[src/rtl/udpdmx_pkg.sv]
// Shared constants and types for the UDP destination port demultiplexer.
// Assumes 32-bit frame words, with two bytes of alignment padding ahead of the MAC header.
package udpdmx_pkg;
    localparam int ENTRY_W    = 17;   // port number plus enable flag
    localparam int RDATA_W    = 32;
    localparam int HDR_WORDS  = 10;   // words held before the route decision
    localparam int ETYPE_WORD = 3;
    localparam int PROTO_WORD = 6;
    localparam logic [15:0] ETYPE_IPV4 = 16'h0800;
    localparam logic [7:0]  PROTO_UDP  = 8'd17;

    typedef enum logic [1:0] {
        ST_COLLECT,
        ST_DRAIN,
        ST_PASS
    } dmx_state_t;
endpackage

[src/rtl/udpdmx_regs.sv]
// Register file: N_PORTS entry registers (port in 15:0, enable in 16) at
// addresses 0..N_PORTS-1, and the control port at address N_PORTS.
// Reads are registered: data appears the cycle after the read strobe.
module udpdmx_regs
    import udpdmx_pkg::*;
#(
    parameter int N_PORTS = 3,
    parameter int ADDR_W  = 4
) (
    input  logic                     clk,
    input  logic                     rst_n,
    input  logic                     reg_wr,
    input  logic                     reg_rd,
    input  logic [ADDR_W-1:0]        reg_addr,
    input  logic [ENTRY_W-1:0]       reg_wdata,
    output logic [RDATA_W-1:0]       reg_rdata,
    output logic [N_PORTS-1:0][15:0] ent_port,
    output logic [N_PORTS-1:0]       ent_en,
    output logic [15:0]              ctrl_port
);
    logic [RDATA_W-1:0] rd_mux;

    for (genvar i = 0; i < N_PORTS; i++) begin : g_entry
        // Entry i: load port number and enable on a write to its address
        always_ff @(posedge clk) begin
            if (!rst_n) begin
                ent_port[i] <= '0;
                ent_en[i]   <= 1'b0;
            end else if (reg_wr && reg_addr == ADDR_W'(i)) begin
                ent_port[i] <= reg_wdata[15:0];
                ent_en[i]   <= reg_wdata[16];
            end
        end
    end

    // Control port register
    always_ff @(posedge clk) begin
        if (!rst_n)
            ctrl_port <= '0;
        else if (reg_wr && reg_addr == ADDR_W'(N_PORTS))
            ctrl_port <= reg_wdata[15:0];
    end

    // Read selection by address, unused bits zero
    always_comb begin
        rd_mux = '0;
        for (int i = 0; i < N_PORTS; i++)
            if (reg_addr == ADDR_W'(i))
                rd_mux = {15'd0, ent_en[i], ent_port[i]};
        if (reg_addr == ADDR_W'(N_PORTS))
            rd_mux = {16'd0, ctrl_port};
    end

    // Registered read data
    always_ff @(posedge clk) begin
        if (!rst_n)
            reg_rdata <= '0;
        else if (reg_rd)
            reg_rdata <= rd_mux;
    end
endmodule

[src/rtl/udpdmx_match.sv]
// Combinational route lookup. Returns the lowest enabled entry whose port
// equals the destination port for IPv4/UDP frames. Otherwise, or when the
// port equals the control port, it returns the control index N_PORTS.
module udpdmx_match
    import udpdmx_pkg::*;
#(
    parameter int N_PORTS = 3,
    parameter int SEL_W   = 2
) (
    input  logic [15:0]              fld_etype,
    input  logic [7:0]               fld_proto,
    input  logic [15:0]              fld_dport,
    input  logic [N_PORTS-1:0][15:0] ent_port,
    input  logic [N_PORTS-1:0]       ent_en,
    input  logic [15:0]              ctrl_port,
    output logic [SEL_W-1:0]         match_sel
);
    logic is_udp;

    // Frame qualifies for table lookup
    always_comb is_udp = (fld_etype == ETYPE_IPV4) && (fld_proto == PROTO_UDP);

    // Priority scan: a downward loop leaves the lowest matching index
    always_comb begin
        match_sel = SEL_W'(N_PORTS);
        if (is_udp && fld_dport != ctrl_port)
            for (int i = N_PORTS - 1; i >= 0; i--)
                if (ent_en[i] && ent_port[i] == fld_dport)
                    match_sel = SEL_W'(i);
    end
endmodule

[src/rtl/udpdmx_core.sv]
// Frame sequencer. It collects up to HDR_WORDS header words and samples the
// route from the matcher as the port word arrives. It then replays the held
// words to the chosen output and passes the rest of the frame through,
// with backpressure from that output only.
// Assumes the input holds a beat steady until it is accepted.
module udpdmx_core
    import udpdmx_pkg::*;
#(
    parameter int N_PORTS = 3,
    parameter int DATA_W  = 32,
    parameter int SEL_W   = 2
) (
    input  logic               clk,
    input  logic               rst_n,
    input  logic               in_valid,
    output logic               in_ready,
    input  logic               in_sop,
    input  logic               in_eop,
    input  logic [DATA_W-1:0]  in_data,
    output logic [N_PORTS:0]   out_valid,
    input  logic [N_PORTS:0]   out_ready,
    output logic               out_sop,
    output logic               out_eop,
    output logic [DATA_W-1:0]  out_data,
    output logic [15:0]        fld_etype,
    output logic [7:0]         fld_proto,
    output logic [15:0]        fld_dport,
    input  logic [SEL_W-1:0]   match_sel
);
    localparam int CNT_W = $clog2(HDR_WORDS + 1);
    localparam logic [SEL_W-1:0] SEL_CTRL = SEL_W'(N_PORTS);
    localparam logic [CNT_W-1:0] LAST_HDR = CNT_W'(HDR_WORDS - 1);

    dmx_state_t        state;
    logic [CNT_W-1:0]  cnt, rd_ptr, last_ptr;
    logic              hdr_eop;
    logic [SEL_W-1:0]  sel_q;
    logic [DATA_W-1:0] hbuf [HDR_WORDS];
    logic              take;

    // Beat is stored: collecting, and either inside a frame or at its start
    always_comb take = (state == ST_COLLECT) && in_valid && (cnt != '0 || in_sop);

    always_comb fld_dport = in_data[15:0];

    // Output steering and input ready per state
    always_comb begin
        in_ready  = 1'b0;
        out_valid = '0;
        out_data  = in_data;
        out_sop   = 1'b0;
        out_eop   = 1'b0;
        case (state)
            ST_COLLECT: in_ready = 1'b1;
            ST_DRAIN: begin
                out_valid[sel_q] = 1'b1;
                out_data         = hbuf[rd_ptr];
                out_sop          = (rd_ptr == '0);
                out_eop          = (rd_ptr == last_ptr) && hdr_eop;
            end
            ST_PASS: begin
                out_valid[sel_q] = in_valid;
                in_ready         = out_ready[sel_q];
                out_eop          = in_eop;
            end
            default: ;
        endcase
    end

    // Header word storage
    always_ff @(posedge clk) begin
        if (take)
            hbuf[cnt] <= in_data;
    end

    // Sequencer state, field capture and route latch
    always_ff @(posedge clk) begin
        if (!rst_n) begin
            state     <= ST_COLLECT;
            cnt       <= '0;
            rd_ptr    <= '0;
            last_ptr  <= '0;
            hdr_eop   <= 1'b0;
            sel_q     <= SEL_CTRL;
            fld_etype <= '0;
            fld_proto <= '0;
        end else begin
            case (state)
                ST_COLLECT: if (take) begin
                    if (cnt == CNT_W'(ETYPE_WORD)) fld_etype <= in_data[15:0];
                    if (cnt == CNT_W'(PROTO_WORD)) fld_proto <= in_data[23:16];
                    if (in_eop || cnt == LAST_HDR) begin
                        sel_q    <= (cnt == LAST_HDR) ? match_sel : SEL_CTRL;
                        last_ptr <= cnt;
                        hdr_eop  <= in_eop;
                        rd_ptr   <= '0;
                        cnt      <= '0;
                        state    <= ST_DRAIN;
                    end else begin
                        cnt <= cnt + 1'b1;
                    end
                end
                ST_DRAIN: if (out_ready[sel_q]) begin
                    if (rd_ptr == last_ptr)
                        state <= hdr_eop ? ST_COLLECT : ST_PASS;
                    else
                        rd_ptr <= rd_ptr + 1'b1;
                end
                ST_PASS: if (in_valid && out_ready[sel_q] && in_eop)
                    state <= ST_COLLECT;
                default: state <= ST_COLLECT;
            endcase
        end
    end
endmodule

[src/rtl/udpdmx_top.sv]
// UDP destination port demultiplexer top: register file, route matcher
// and frame sequencer. The top index of out_valid/out_ready is the control path.
module udpdmx_top
    import udpdmx_pkg::*;
#(
    parameter int N_PORTS = 3,
    parameter int DATA_W  = 32,
    parameter int ADDR_W  = 4
) (
    input  logic                 clk,
    input  logic                 rst_n,
    input  logic                 reg_wr,
    input  logic                 reg_rd,
    input  logic [ADDR_W-1:0]    reg_addr,
    input  logic [ENTRY_W-1:0]   reg_wdata,
    output logic [RDATA_W-1:0]   reg_rdata,
    input  logic                 in_valid,
    output logic                 in_ready,
    input  logic                 in_sop,
    input  logic                 in_eop,
    input  logic [DATA_W-1:0]    in_data,
    output logic [N_PORTS:0]     out_valid,
    input  logic [N_PORTS:0]     out_ready,
    output logic                 out_sop,
    output logic                 out_eop,
    output logic [DATA_W-1:0]    out_data
);
    localparam int N_OUT = N_PORTS + 1;
    localparam int SEL_W = $clog2(N_OUT);

    logic [N_PORTS-1:0][15:0] ent_port;
    logic [N_PORTS-1:0]       ent_en;
    logic [15:0]              ctrl_port;
    logic [15:0]              fld_etype, fld_dport;
    logic [7:0]               fld_proto;
    logic [SEL_W-1:0]         match_sel;

    udpdmx_regs #(.N_PORTS(N_PORTS), .ADDR_W(ADDR_W)) u_regs (
        .clk(clk), .rst_n(rst_n), .reg_wr(reg_wr), .reg_rd(reg_rd),
        .reg_addr(reg_addr), .reg_wdata(reg_wdata), .reg_rdata(reg_rdata),
        .ent_port(ent_port), .ent_en(ent_en), .ctrl_port(ctrl_port)
    );

    udpdmx_match #(.N_PORTS(N_PORTS), .SEL_W(SEL_W)) u_match (
        .fld_etype(fld_etype), .fld_proto(fld_proto), .fld_dport(fld_dport),
        .ent_port(ent_port), .ent_en(ent_en), .ctrl_port(ctrl_port),
        .match_sel(match_sel)
    );

    udpdmx_core #(.N_PORTS(N_PORTS), .DATA_W(DATA_W), .SEL_W(SEL_W)) u_core (
        .clk(clk), .rst_n(rst_n),
        .in_valid(in_valid), .in_ready(in_ready), .in_sop(in_sop),
        .in_eop(in_eop), .in_data(in_data),
        .out_valid(out_valid), .out_ready(out_ready), .out_sop(out_sop),
        .out_eop(out_eop), .out_data(out_data),
        .fld_etype(fld_etype), .fld_proto(fld_proto), .fld_dport(fld_dport),
        .match_sel(match_sel)
    );
endmodule

[config.mk]
export PLATFORM = sky130hd
export DESIGN_NAME = udpdmx_top
export DESIGN_NICKNAME = d
export VERILOG_FILES = /design/src/rtl/udpdmx_pkg.sv /design/src/rtl/udpdmx_regs.sv /design/src/rtl/udpdmx_match.sv /design/src/rtl/udpdmx_core.sv /design/src/rtl/udpdmx_top.sv
export SDC_FILE = /design/constraint.sdc
export NUM_CORES = 1
export LEC_CHECK = 0
export BUFFER_PORTS_ARGS = -buffer_cell sky130_fd_sc_hd__buf_4
export CORE_ASPECT_RATIO = 0.9
export CORE_MARGIN = 1
export CORE_UTILIZATION = 55
export DETAILED_ROUTE_END_ITERATION = 12
export GPL_ROUTABILITY_DRIVEN = 0
export PLACE_DENSITY = 0.75
export SLEW_MARGIN = 40
export SYNTH_ARGS = -nofsm -noshare
export SYNTH_HDL_FRONTEND = slang
export SYNTH_HIERARCHICAL = 1
export SYNTH_SLANG_ARGS = --single-unit
[constraint.sdc]
create_clock -name clk -period 7.45 [get_ports clk]
set_input_delay 0.745 -clock clk [delete_from_list [all_inputs] [get_ports clk]]
set_output_delay 0.745 -clock clk [all_outputs]
set_load 0.02 [all_outputs]
==> impl_metrics.ini, run 1 <==
[run_status]
status = finished clean

[synth]
yosys_warnings = 6
synthDominantCellAreaShare = 0.4886
ys_async_sr_fraction = 0
ys.flop_type = edfxtp_1
ys_types = 63
synth_cells = 1559
syn_avg_cell_area_um2 = 12.61
synth_area_leader_cell = edfxtp_1
synth_area_leaders = edfxtp_1, dfxtp_1, mux2i_1, nand2_1, mux2_2
synth_area_um2 = 19670
synth_enable_flop_cells = 320
synth-seq-cells = 449
ys_seq_area_frac = 0.6200

[sta]
skew_ps = 15.72
rsz0062_at_grt = false
clock.fmax_mhz = 261.1
tns_ps = 0
holdWs_ps = 456.0
min_period_ps = 3829
timing.final.crit_share = 0.5140
setup_viol = 0
slew_headroom = 0.3878
hold_violations = 0
worst_pin_slew_ps = 918.3
drv_slew = 0

[route]
drc = 0
routed_wl_mm = 45.54
viasPerCell = 6.003
drt_pre_antenna_iters = 5
wl_per_cell_um = 21.36
vias = 12800
ant_nets = 0
drt_iter0_drc = 1225

[floorplanning]
die_y_um = 181.4
core_um2 = 35130
die_w_um = 201.3
die_area_um2 = 36520
rows = 65
start_util = 0.5597
pin_count = 135

[critical_path]
critical_path.cell_chain = buf_12 > buf_16 > mux2i_1 > o21ai_0 > o22ai_1 > or3_1 > o221ai_1 > buf_4
slowest_delay_ps = 470
cpMaxStageDelayCell = buf_16
critical_path_required_ps = 6700
critPathKind = reg -> out
arrival_ps = 3080
critPathMaxFanout = 81
endpoint_kind = output port
start_kind = register

[power]
leakagePower_nw = 7.376
p_sw_w = 0.001492
p_seq_frac = 0.464
swShare = 0.2527
pwr-share-comb = 0.152
intPower_w = 0.004413
p_clk_frac = 0.384
powerDensity_nw_per_um2 = 266.2
irDropWorstVdd_v = 0.0001899

[clock_network]
clkTransAtPathRegs_ps = 70
post_cts_buffers = 0
cts_hold_buf = 0
root_buffer = clkbuf_16
insertion_delay_ps = 550
cts_sinks = 449
cts-resized-gates = 0
cts_made_buffers = 44
cts_tree = done
htreeDepth = 2
cts.path.max_buffers = 3

[layout]
layout_commonest_cell = edfxtp_1
fin_util = 0.6314
nFillCells = 2606
area_delta_synth_final_pct = 12.81
drive_gt1_frac = 0.1756
final_nets = 1701
layout_common_cells = edfxtp_1, nand2_1, buf_4, dfxtp_1, mux2i_1
n_antenna_cell = 0

[placed_design]
dp_hpwl_mm = 26.64
io_buffer_count = 119

[global_route]
grt_start_max_net_pins = 130
grt_pass1_wl_mm = 69.99
grt_overflow = 0
antenna_found_initial = 0
grt_use_total = 0.2464
grt_pass1_vias = 12440

[worst_hold_path]
hold_class = in -> reg

[flow_run]
maxCapViolations = 0
## flip-flops by register name (all words and copies together) (netlist names), 3 cells and up, named ones only
name	cells
u_core/hbuf	320
u_regs/ent_port	48
u_regs/reg_rdata	17
u_core/fld_etype	16
u_regs/ctrl_port	16
u_core/fld_proto	8
u_core/cnt	4
u_core/last_ptr	4
u_core/rd_ptr	4
u_regs/ent_en	3
## metrics by stage
step                      cells  total power [W]  area [um2]  setup slack, ps
after detailed placement   2050         0.003689       20680             4209
after global routing       2132         0.006101       22180             3459
after floorplan            1573         0.003376       19720             4762
after global placement     2048         0.003671       20620             4324
after CTS                  2132         0.005936       22180             3617
final                      2132         0.005905       22180             3621
## worst paths after layout
path / start / to / slack [ps] / cells past startpoint
setup reg to reg: u_core/state[0] / u_core/fld_etype[5] / 4460 / 9
hold reg to reg: u_core/fld_etype[11] / u_core/fld_etype[11] / 470 / 2
setup / recovery: register / out_data[6] / 3620 / 8
hold / removal: in_data[24] / u_core/hbuf[4][24] / 460 / 1
## per-layer routing
metal,wire [um],global-route usage
met4,1156,0.07576
met1,20230,0.3512
met3,3093,0.03966
met5,0,0
met2,21070,0.3898
## logic make-up (layout without fill, tap and decap cells)
logic type	Yosys count	after routing	share of synthesized area
xor gates and xnor gates	68	68	0.03029
AOI/OAI and AO/OA	348	348	0.1230
muxes	169	169	0.09073
buffers and inverters	168	258	0.04352
and+or+nand+nor	346	346	0.08596
other	1	15	0.0001907
adders and majority gates	10	10	0.006363
DFF	449	449	0.6200
## critical path, delay by kind of cell (launching register included)
| family | cells | cell delay [ps] |
|---|---|---|
| buf+inv | 3 | 1060 |
| mux | 1 | 130 |
| simple gates | 1 | 370 |
| flops | 1 | 350 |
| compound gates | 3 | 500 |
## final cells by class
class / instances / area (um2) / share of cell area
Sequential cell: 449 / 12200 / 0.5500
Multi-Input combinational cell: 956 / 6706 / 0.3023
Inverter: 45 / 168.9 / 0.007614
Clock inverter: 21 / 230.2 / 0.01038
Clock buffer: 61 / 1267 / 0.05713
Tap cell: 469 / 586.8 / 0.02645
Timing Repair Buffer: 131 / 1023 / 0.04614
## power groups by stage
stage               logic, W  registers [W]  clock network (W)
floorplan           0.000580        0.00280                  0
global placement    0.000878        0.00279                  0
detailed placement  0.000894        0.00280                  0
CTS                 0.000899        0.00274            0.00229
global route        0.000964        0.00274            0.00239
finish              0.000898        0.00274            0.00226
## cells in the mapped netlist (all sizes together), types with 2 or more instances
master  number
edfxtp     320
nand2      201
dfxtp      129
mux2i      104
a21boi      94
buf         70
mux2        64
o21ai       59
clkbuf      53
a21oi       49
inv         45
xor2        39
o21bai      34
o22ai       34
o221ai      33
or3         32
xnor2       29
nand3       17
nor4        15
nand4       13
nor2b       12
a222oi      11
a22o        11
ha          10
nand2b       9
nor3         9
and2         8
and3         8
nor2         7
a31oi        5
nand3b       5
o211ai       5
nor4b        4
a22oi        2
and4         2
nor3b        2
o41ai        2
(Power assumes the default switching activity.)
==> run 2, diff against run 1 <==
Settings changed: PLACE_DENSITY 0.75 to 0.77.
Clock period 7.45 ns to 3.1 ns, I/O delays scaled along.
==> run 2 against run 1 <==
Compared with the run above:
- clock power rose by 140%
- clock-buffer cell count fell by 7
- sequential power rose by 140%
- worst setup slack got worse by 3400 ps
- core utilization rose by 0.74 points
- largest power group unchanged
- final area rose by 1.2%
- clock skew barely moved
- final cell count rose by 1.2%
- global-route usage rose by 0.64 points
==> impl_metrics.ini, run 2 (same netlist as run 1, synthesis figures left out) <==
[route]
drc = 0
drt_iter0_drc = 1182
drt_pre_antenna_iters = 5
viasPerCell = 6.013
vias = 12970
ant_nets = 0
wl_per_cell_um = 21.57
routed_wl_mm = 46.52

[clock_network]
cts_tree = done
cts_made_buffers = 44
cts_sinks = 449
cts.path.max_buffers = 3
htreeDepth = 2
insertion_delay_ps = 550
clkTransAtPathRegs_ps = 60
root_buffer = clkbuf_16

[layout]
n_antenna_cell = 0
largest-register = u_core/hbuf
layout_common_cells = edfxtp_1, nand2_1, buf_4, dfxtp_1, mux2i_1
nFillCells = 2592
drive_gt1_frac = 0.1842
area_delta_synth_final_pct = 14.13
final_nets = 1726
top_regs = u_core/hbuf (320), u_regs/ent_port (48), u_regs/reg_rdata (17)
layout_commonest_cell = edfxtp_1
largest_register_ffs = 320
finalInstanceArea_um2 = 22440

[sta]
clock.fmax_mhz = 345.5
timing.final.crit_share = 0.9336
tns_ps = 0
worst_pin_slew_ps = 867.9
skew_ps = 15.36
drv_slew = 0
min_period_ps = 2894
worst_slack_ps = 205.8
holdWs_ps = 22.09
slew_headroom = 0.4214
setup_viol = 0
rsz0062_at_grt = false
hold_violations = 0

[placed_design]
dp_worst_setup_slack_ps = 626.1
dpl_cell_area_um2 = 20940
dp_hpwl_mm = 28.29
io_buffer_count = 119

[critical_path]
critical_path.cell_chain = buf_4 > o21bai_1 > a21oi_1 > or3_1 > o221ai_1 > buf_4
slowest_delay_ps = 860
critical_path_required_ps = 2790
critPathBufInv = 2
endpoint_kind = output port
arrival_ps = 2580
critPathMaxFanout = 37
worstRegToRegCells = 7
start_kind = register
critPathKind = reg -> out
path_common_cell = buf_4
cp_top_family = flip-flops
cp_num_cells = 6
cpMaxStageDelayCell = dfxtp_2

[floorplanning]
core_um2 = 35130
rows = 65
start_util = 0.5597
die_area_um2 = 36520
die_w_um = 201.3
pin_count = 135
die_y_um = 181.4

[power]
intPower_w = 0.01071
p_seq_frac = 0.461
p_sw_w = 0.003608
p_total_w = 0.01432
irDropWorstVdd_v = 0.0003947
p_clk_frac = 0.384
pwr-share-comb = 0.155
powerDensity_nw_per_um2 = 637.9
leakagePower_nw = 7.509
swShare = 0.2520

[worst_hold_path]
hold_class = in -> reg
hold_depth = 1

[global_route]
grt_overflow = 0
grt_pass1_vias = 12880
grt_pass1_wl_mm = 71.48
grt_use_total = 0.2528
antenna_found_initial = 0
grt_start_max_net_pins = 87

[run_status]
status = finished clean

[flow_run]
maxCapViolations = 0
[run 2: cell count changes in the layout (fill, tap and decap cells not counted), sizes merged]
cell         delta
inv             -1
clkinvlp        +1
clkinv          +4
bufinv          +3
dlygate4sd3     +1
clkbuf          -7
buf            +24
[run 2: through the flow]
stage / instances / utilization
2_1_floorplan: 1573 / -
3_3_place_gp: 2074 / 0.5959
3_5_place_dp: 2074 / 0.5960
4_1_cts: 2157 / 0.6388
5_1_grt: 2157 / 0.6388
6_report: 2157 / 0.6388
[run 2: path summary, 6_finish.rpt]
path / start / end / slack, ps
worst max-delay path: register / out_data[0] / 210
worst min-delay path: in_data[29] / u_core/hbuf[5][29] / 20
worst min register to register: u_core/fld_proto[6] / u_core/fld_proto[6] / 460
worst max register to register: u_core/cnt[0] / u_core/hbuf[9][31] / 620
[run 2: power groups by stage]
stage          clock network (W)  registers (W)  logic, W
2_1_floorplan                  0        0.00672   0.00139
3_3_place_gp                   0        0.00672   0.00217
3_5_place_dp                   0        0.00673   0.00221
4_1_cts                  0.00556        0.00660   0.00222
5_1_grt                  0.00579        0.00661   0.00237
6_report                 0.00549        0.00660   0.00222
[run 2: area by class of cell]
class	count	area, um2	area share
clock buffers	54	1180	0.05257
multi-input cells	956	6686	0.2979
well taps	469	586.8	0.02615
flip-flops and latches	449	12200	0.5435
repair buffers	156	1311	0.05842
clock inverters	28	312.8	0.01394
inverters	45	168.9	0.007526
[run 2: per-layer routing]
metal,vias up,GRT usage,share of wire
li1,5924,-,-
met1,6365,0.3479,0.43
met2,570,0.4080,0.47
met3,112,0.04307,0.076
met4,0,0.08758,0.030
met5,-,0,0
[run 2: what timing repair did]
item	4_1_cts	5_1_grt
buffers inserted	0	0
hold buffers	1	0
gates resized for setup	0	0
hold endpoints to repair	6	0
==> run 3, diff against run 2 <==
Settings changed: CELL_PAD_IN_SITES_DETAIL_PLACEMENT set to 0, CELL_PAD_IN_SITES_GLOBAL_PLACEMENT set to 1, CORE_ASPECT_RATIO 0.9 to 2, CORE_UTILIZATION 55 to 45.
==> run 3 against run 2 <==
Compared with the run above:
- final area down 0.64%
- clock-buffer cell count down 6
- fmax up 1.6%
- total power down 5.9%
- core utilization down 12 points
- hold slack better by 3.0 ps
- clock skew up 12 ps
- final cell count up 3.6%
- routed wire length up 5.1%
- critical endpoint is now out_data[22]
- highest routed layer unchanged
==> impl_metrics.ini, run 3 (same netlist as run 1, synthesis figures left out) <==
[sta]
setup_viol = 0
drv_slew = 0
hold_violations = 0
slew_headroom = 0.4684
rsz0062_at_grt = false
worst_pin_slew_ps = 790.1
timing.final.crit_share = 0.9192
clock.fmax_mhz = 350.9
holdWs_ps = 25.09
skew_ps = 27.03
min_period_ps = 2849
tns_ps = 0

[worst_hold_path]
hold_class = in -> reg

[floorplanning]
start_util = 0.4548
core_um2 = 43240
die_w_um = 149.8
die_y_um = 297.6
rows = 108
pin_count = 135
die_area_um2 = 44590

[clock_network]
cts_tree = done
post_cts_buffers = 0
insertion_delay_ps = 550
cts_sinks = 449
cts_hold_buf = 1
root_buffer = clkbuf_16
clkTransAtPathRegs_ps = 60
cts.path.max_buffers = 3
htreeDepth = 2
cts_made_buffers = 39
cts-resized-gates = 0

[critical_path]
critPathKind = reg -> out
start_kind = register
critPathMaxFanout = 32
critical_path.cell_chain = buf_12 > buf_12 > mux2i_1 > o21ai_0 > o22ai_1 > or3_1 > o221ai_1 > buf_4
arrival_ps = 2540
slowest_delay_ps = 440
cp_top_family = buffers and inverters
endpoint_kind = output port
path_common_cell = buf_12
critPathBufInv = 3
critical_path_required_ps = 2790
cpMaxStageDelayCell = dfxtp_4

[layout]
layout_commonest_cell = edfxtp_1
multiInputGateArea_um2 = 6685
area_delta_synth_final_pct = 13.41
largest_register_ffs = 320
top_regs = u_core/hbuf (320), u_regs/ent_port (48), u_regs/reg_rdata (17)
n_antenna_cell = 0
seq_area_um2 = 12200
nFillCells = 3768
largest-register = u_core/hbuf
layout_common_cells = edfxtp_1, nand2_1, buf_4, dfxtp_1, mux2i_1
drive_gt1_frac = 0.1804
final_nets = 1729
fin_util = 0.5157

[global_route]
grt_overflow = 0
grt_pass1_vias = 12920
grt_use_total = 0.2231
grt_start_max_net_pins = 79
grt_pass1_wl_mm = 74.60
antenna_found_initial = 0

[flow_run]
maxCapViolations = 0

[run_status]
status = finished clean

[route]
wl_per_cell_um = 21.89
ant_nets = 0
drc = 0
drt_iter0_drc = 772
vias = 12560
drt_pre_antenna_iters = 5
routed_wl_mm = 48.91
viasPerCell = 5.621

[power]
powerDensity_nw_per_um2 = 604.2
leakagePower_nw = 7.405
irDropWorstVdd_v = 0.0004360

[placed_design]
dp_hpwl_mm = 32.09
io_buffer_count = 119
[run 3: worst register-to-register path, cell delays in order, from the launching register on]
cell and delay [ps]:
dfxtp_1 330, inv_1 100, ha_1 260, nand2_1 200, a2111oi_2 580, nand2_2 320, inv_2 150, buf_12 290
[run 3: routing by layer]
layer  global-route usage  vias up  wire, um
met3              0.02791      115      2124
met5                    0        -         0
met2               0.4211      381     27020
met1               0.2405     6146     17460
met4               0.1032        0      2302
li1                     -     5922         -
[run 3: power breakdown]
group,internal (W),leakage [nW],total [W],switching (W)
clock,0.00253,0.593,0.00468,0.00215
combinational,0.000886,2.88,0.00220,0.00132
sequential,0.00654,3.93,0.00659,0.0000546
total,0.00996,7.40,0.0135,0.00352
[run 3: path summary, 6_finish.rpt]
path | from | end | slack [ps] | cells after the start
setup / recovery | register | out_data[22] | 250 | 8
hold / removal | in_data[31] | u_core/hbuf[5][31] | 30 | 1
setup reg to reg | u_core/state[0] | u_core/hbuf[3][3] | 540 | 7
hold reg to reg | u_core/fld_etype[0] | u_core/fld_etype[0] | 460 | 2
[run 3: metrics by stage]
| step | area (um2) | total power [W] | cells | worst slack, ps |
|---|---|---|---|---|
| final | 22300 | 0.01347 | 2235 | 250.5 |
| after global routing | 22300 | 0.01399 | 2235 | 100.4 |
| after CTS | 22300 | 0.01361 | 2235 | 210.2 |
| after detailed placement | 21080 | 0.008957 | 2163 | 511.1 |
| after global placement | 21070 | 0.008916 | 2163 | 523.2 |
| after floorplan | 19720 | 0.008113 | 1573 | 480.3 |
[run 3: cell type report]
type | instances | area share
Clock buffer | 48 | 0.04758
Clock inverter | 23 | 0.006901
Inverter | 45 | 0.007574
Multi-Input combinational cell | 956 | 0.2998
Sequential cell | 449 | 0.5470
Tap cell | 550 | 0.03086
Timing Repair Buffer | 164 | 0.06037
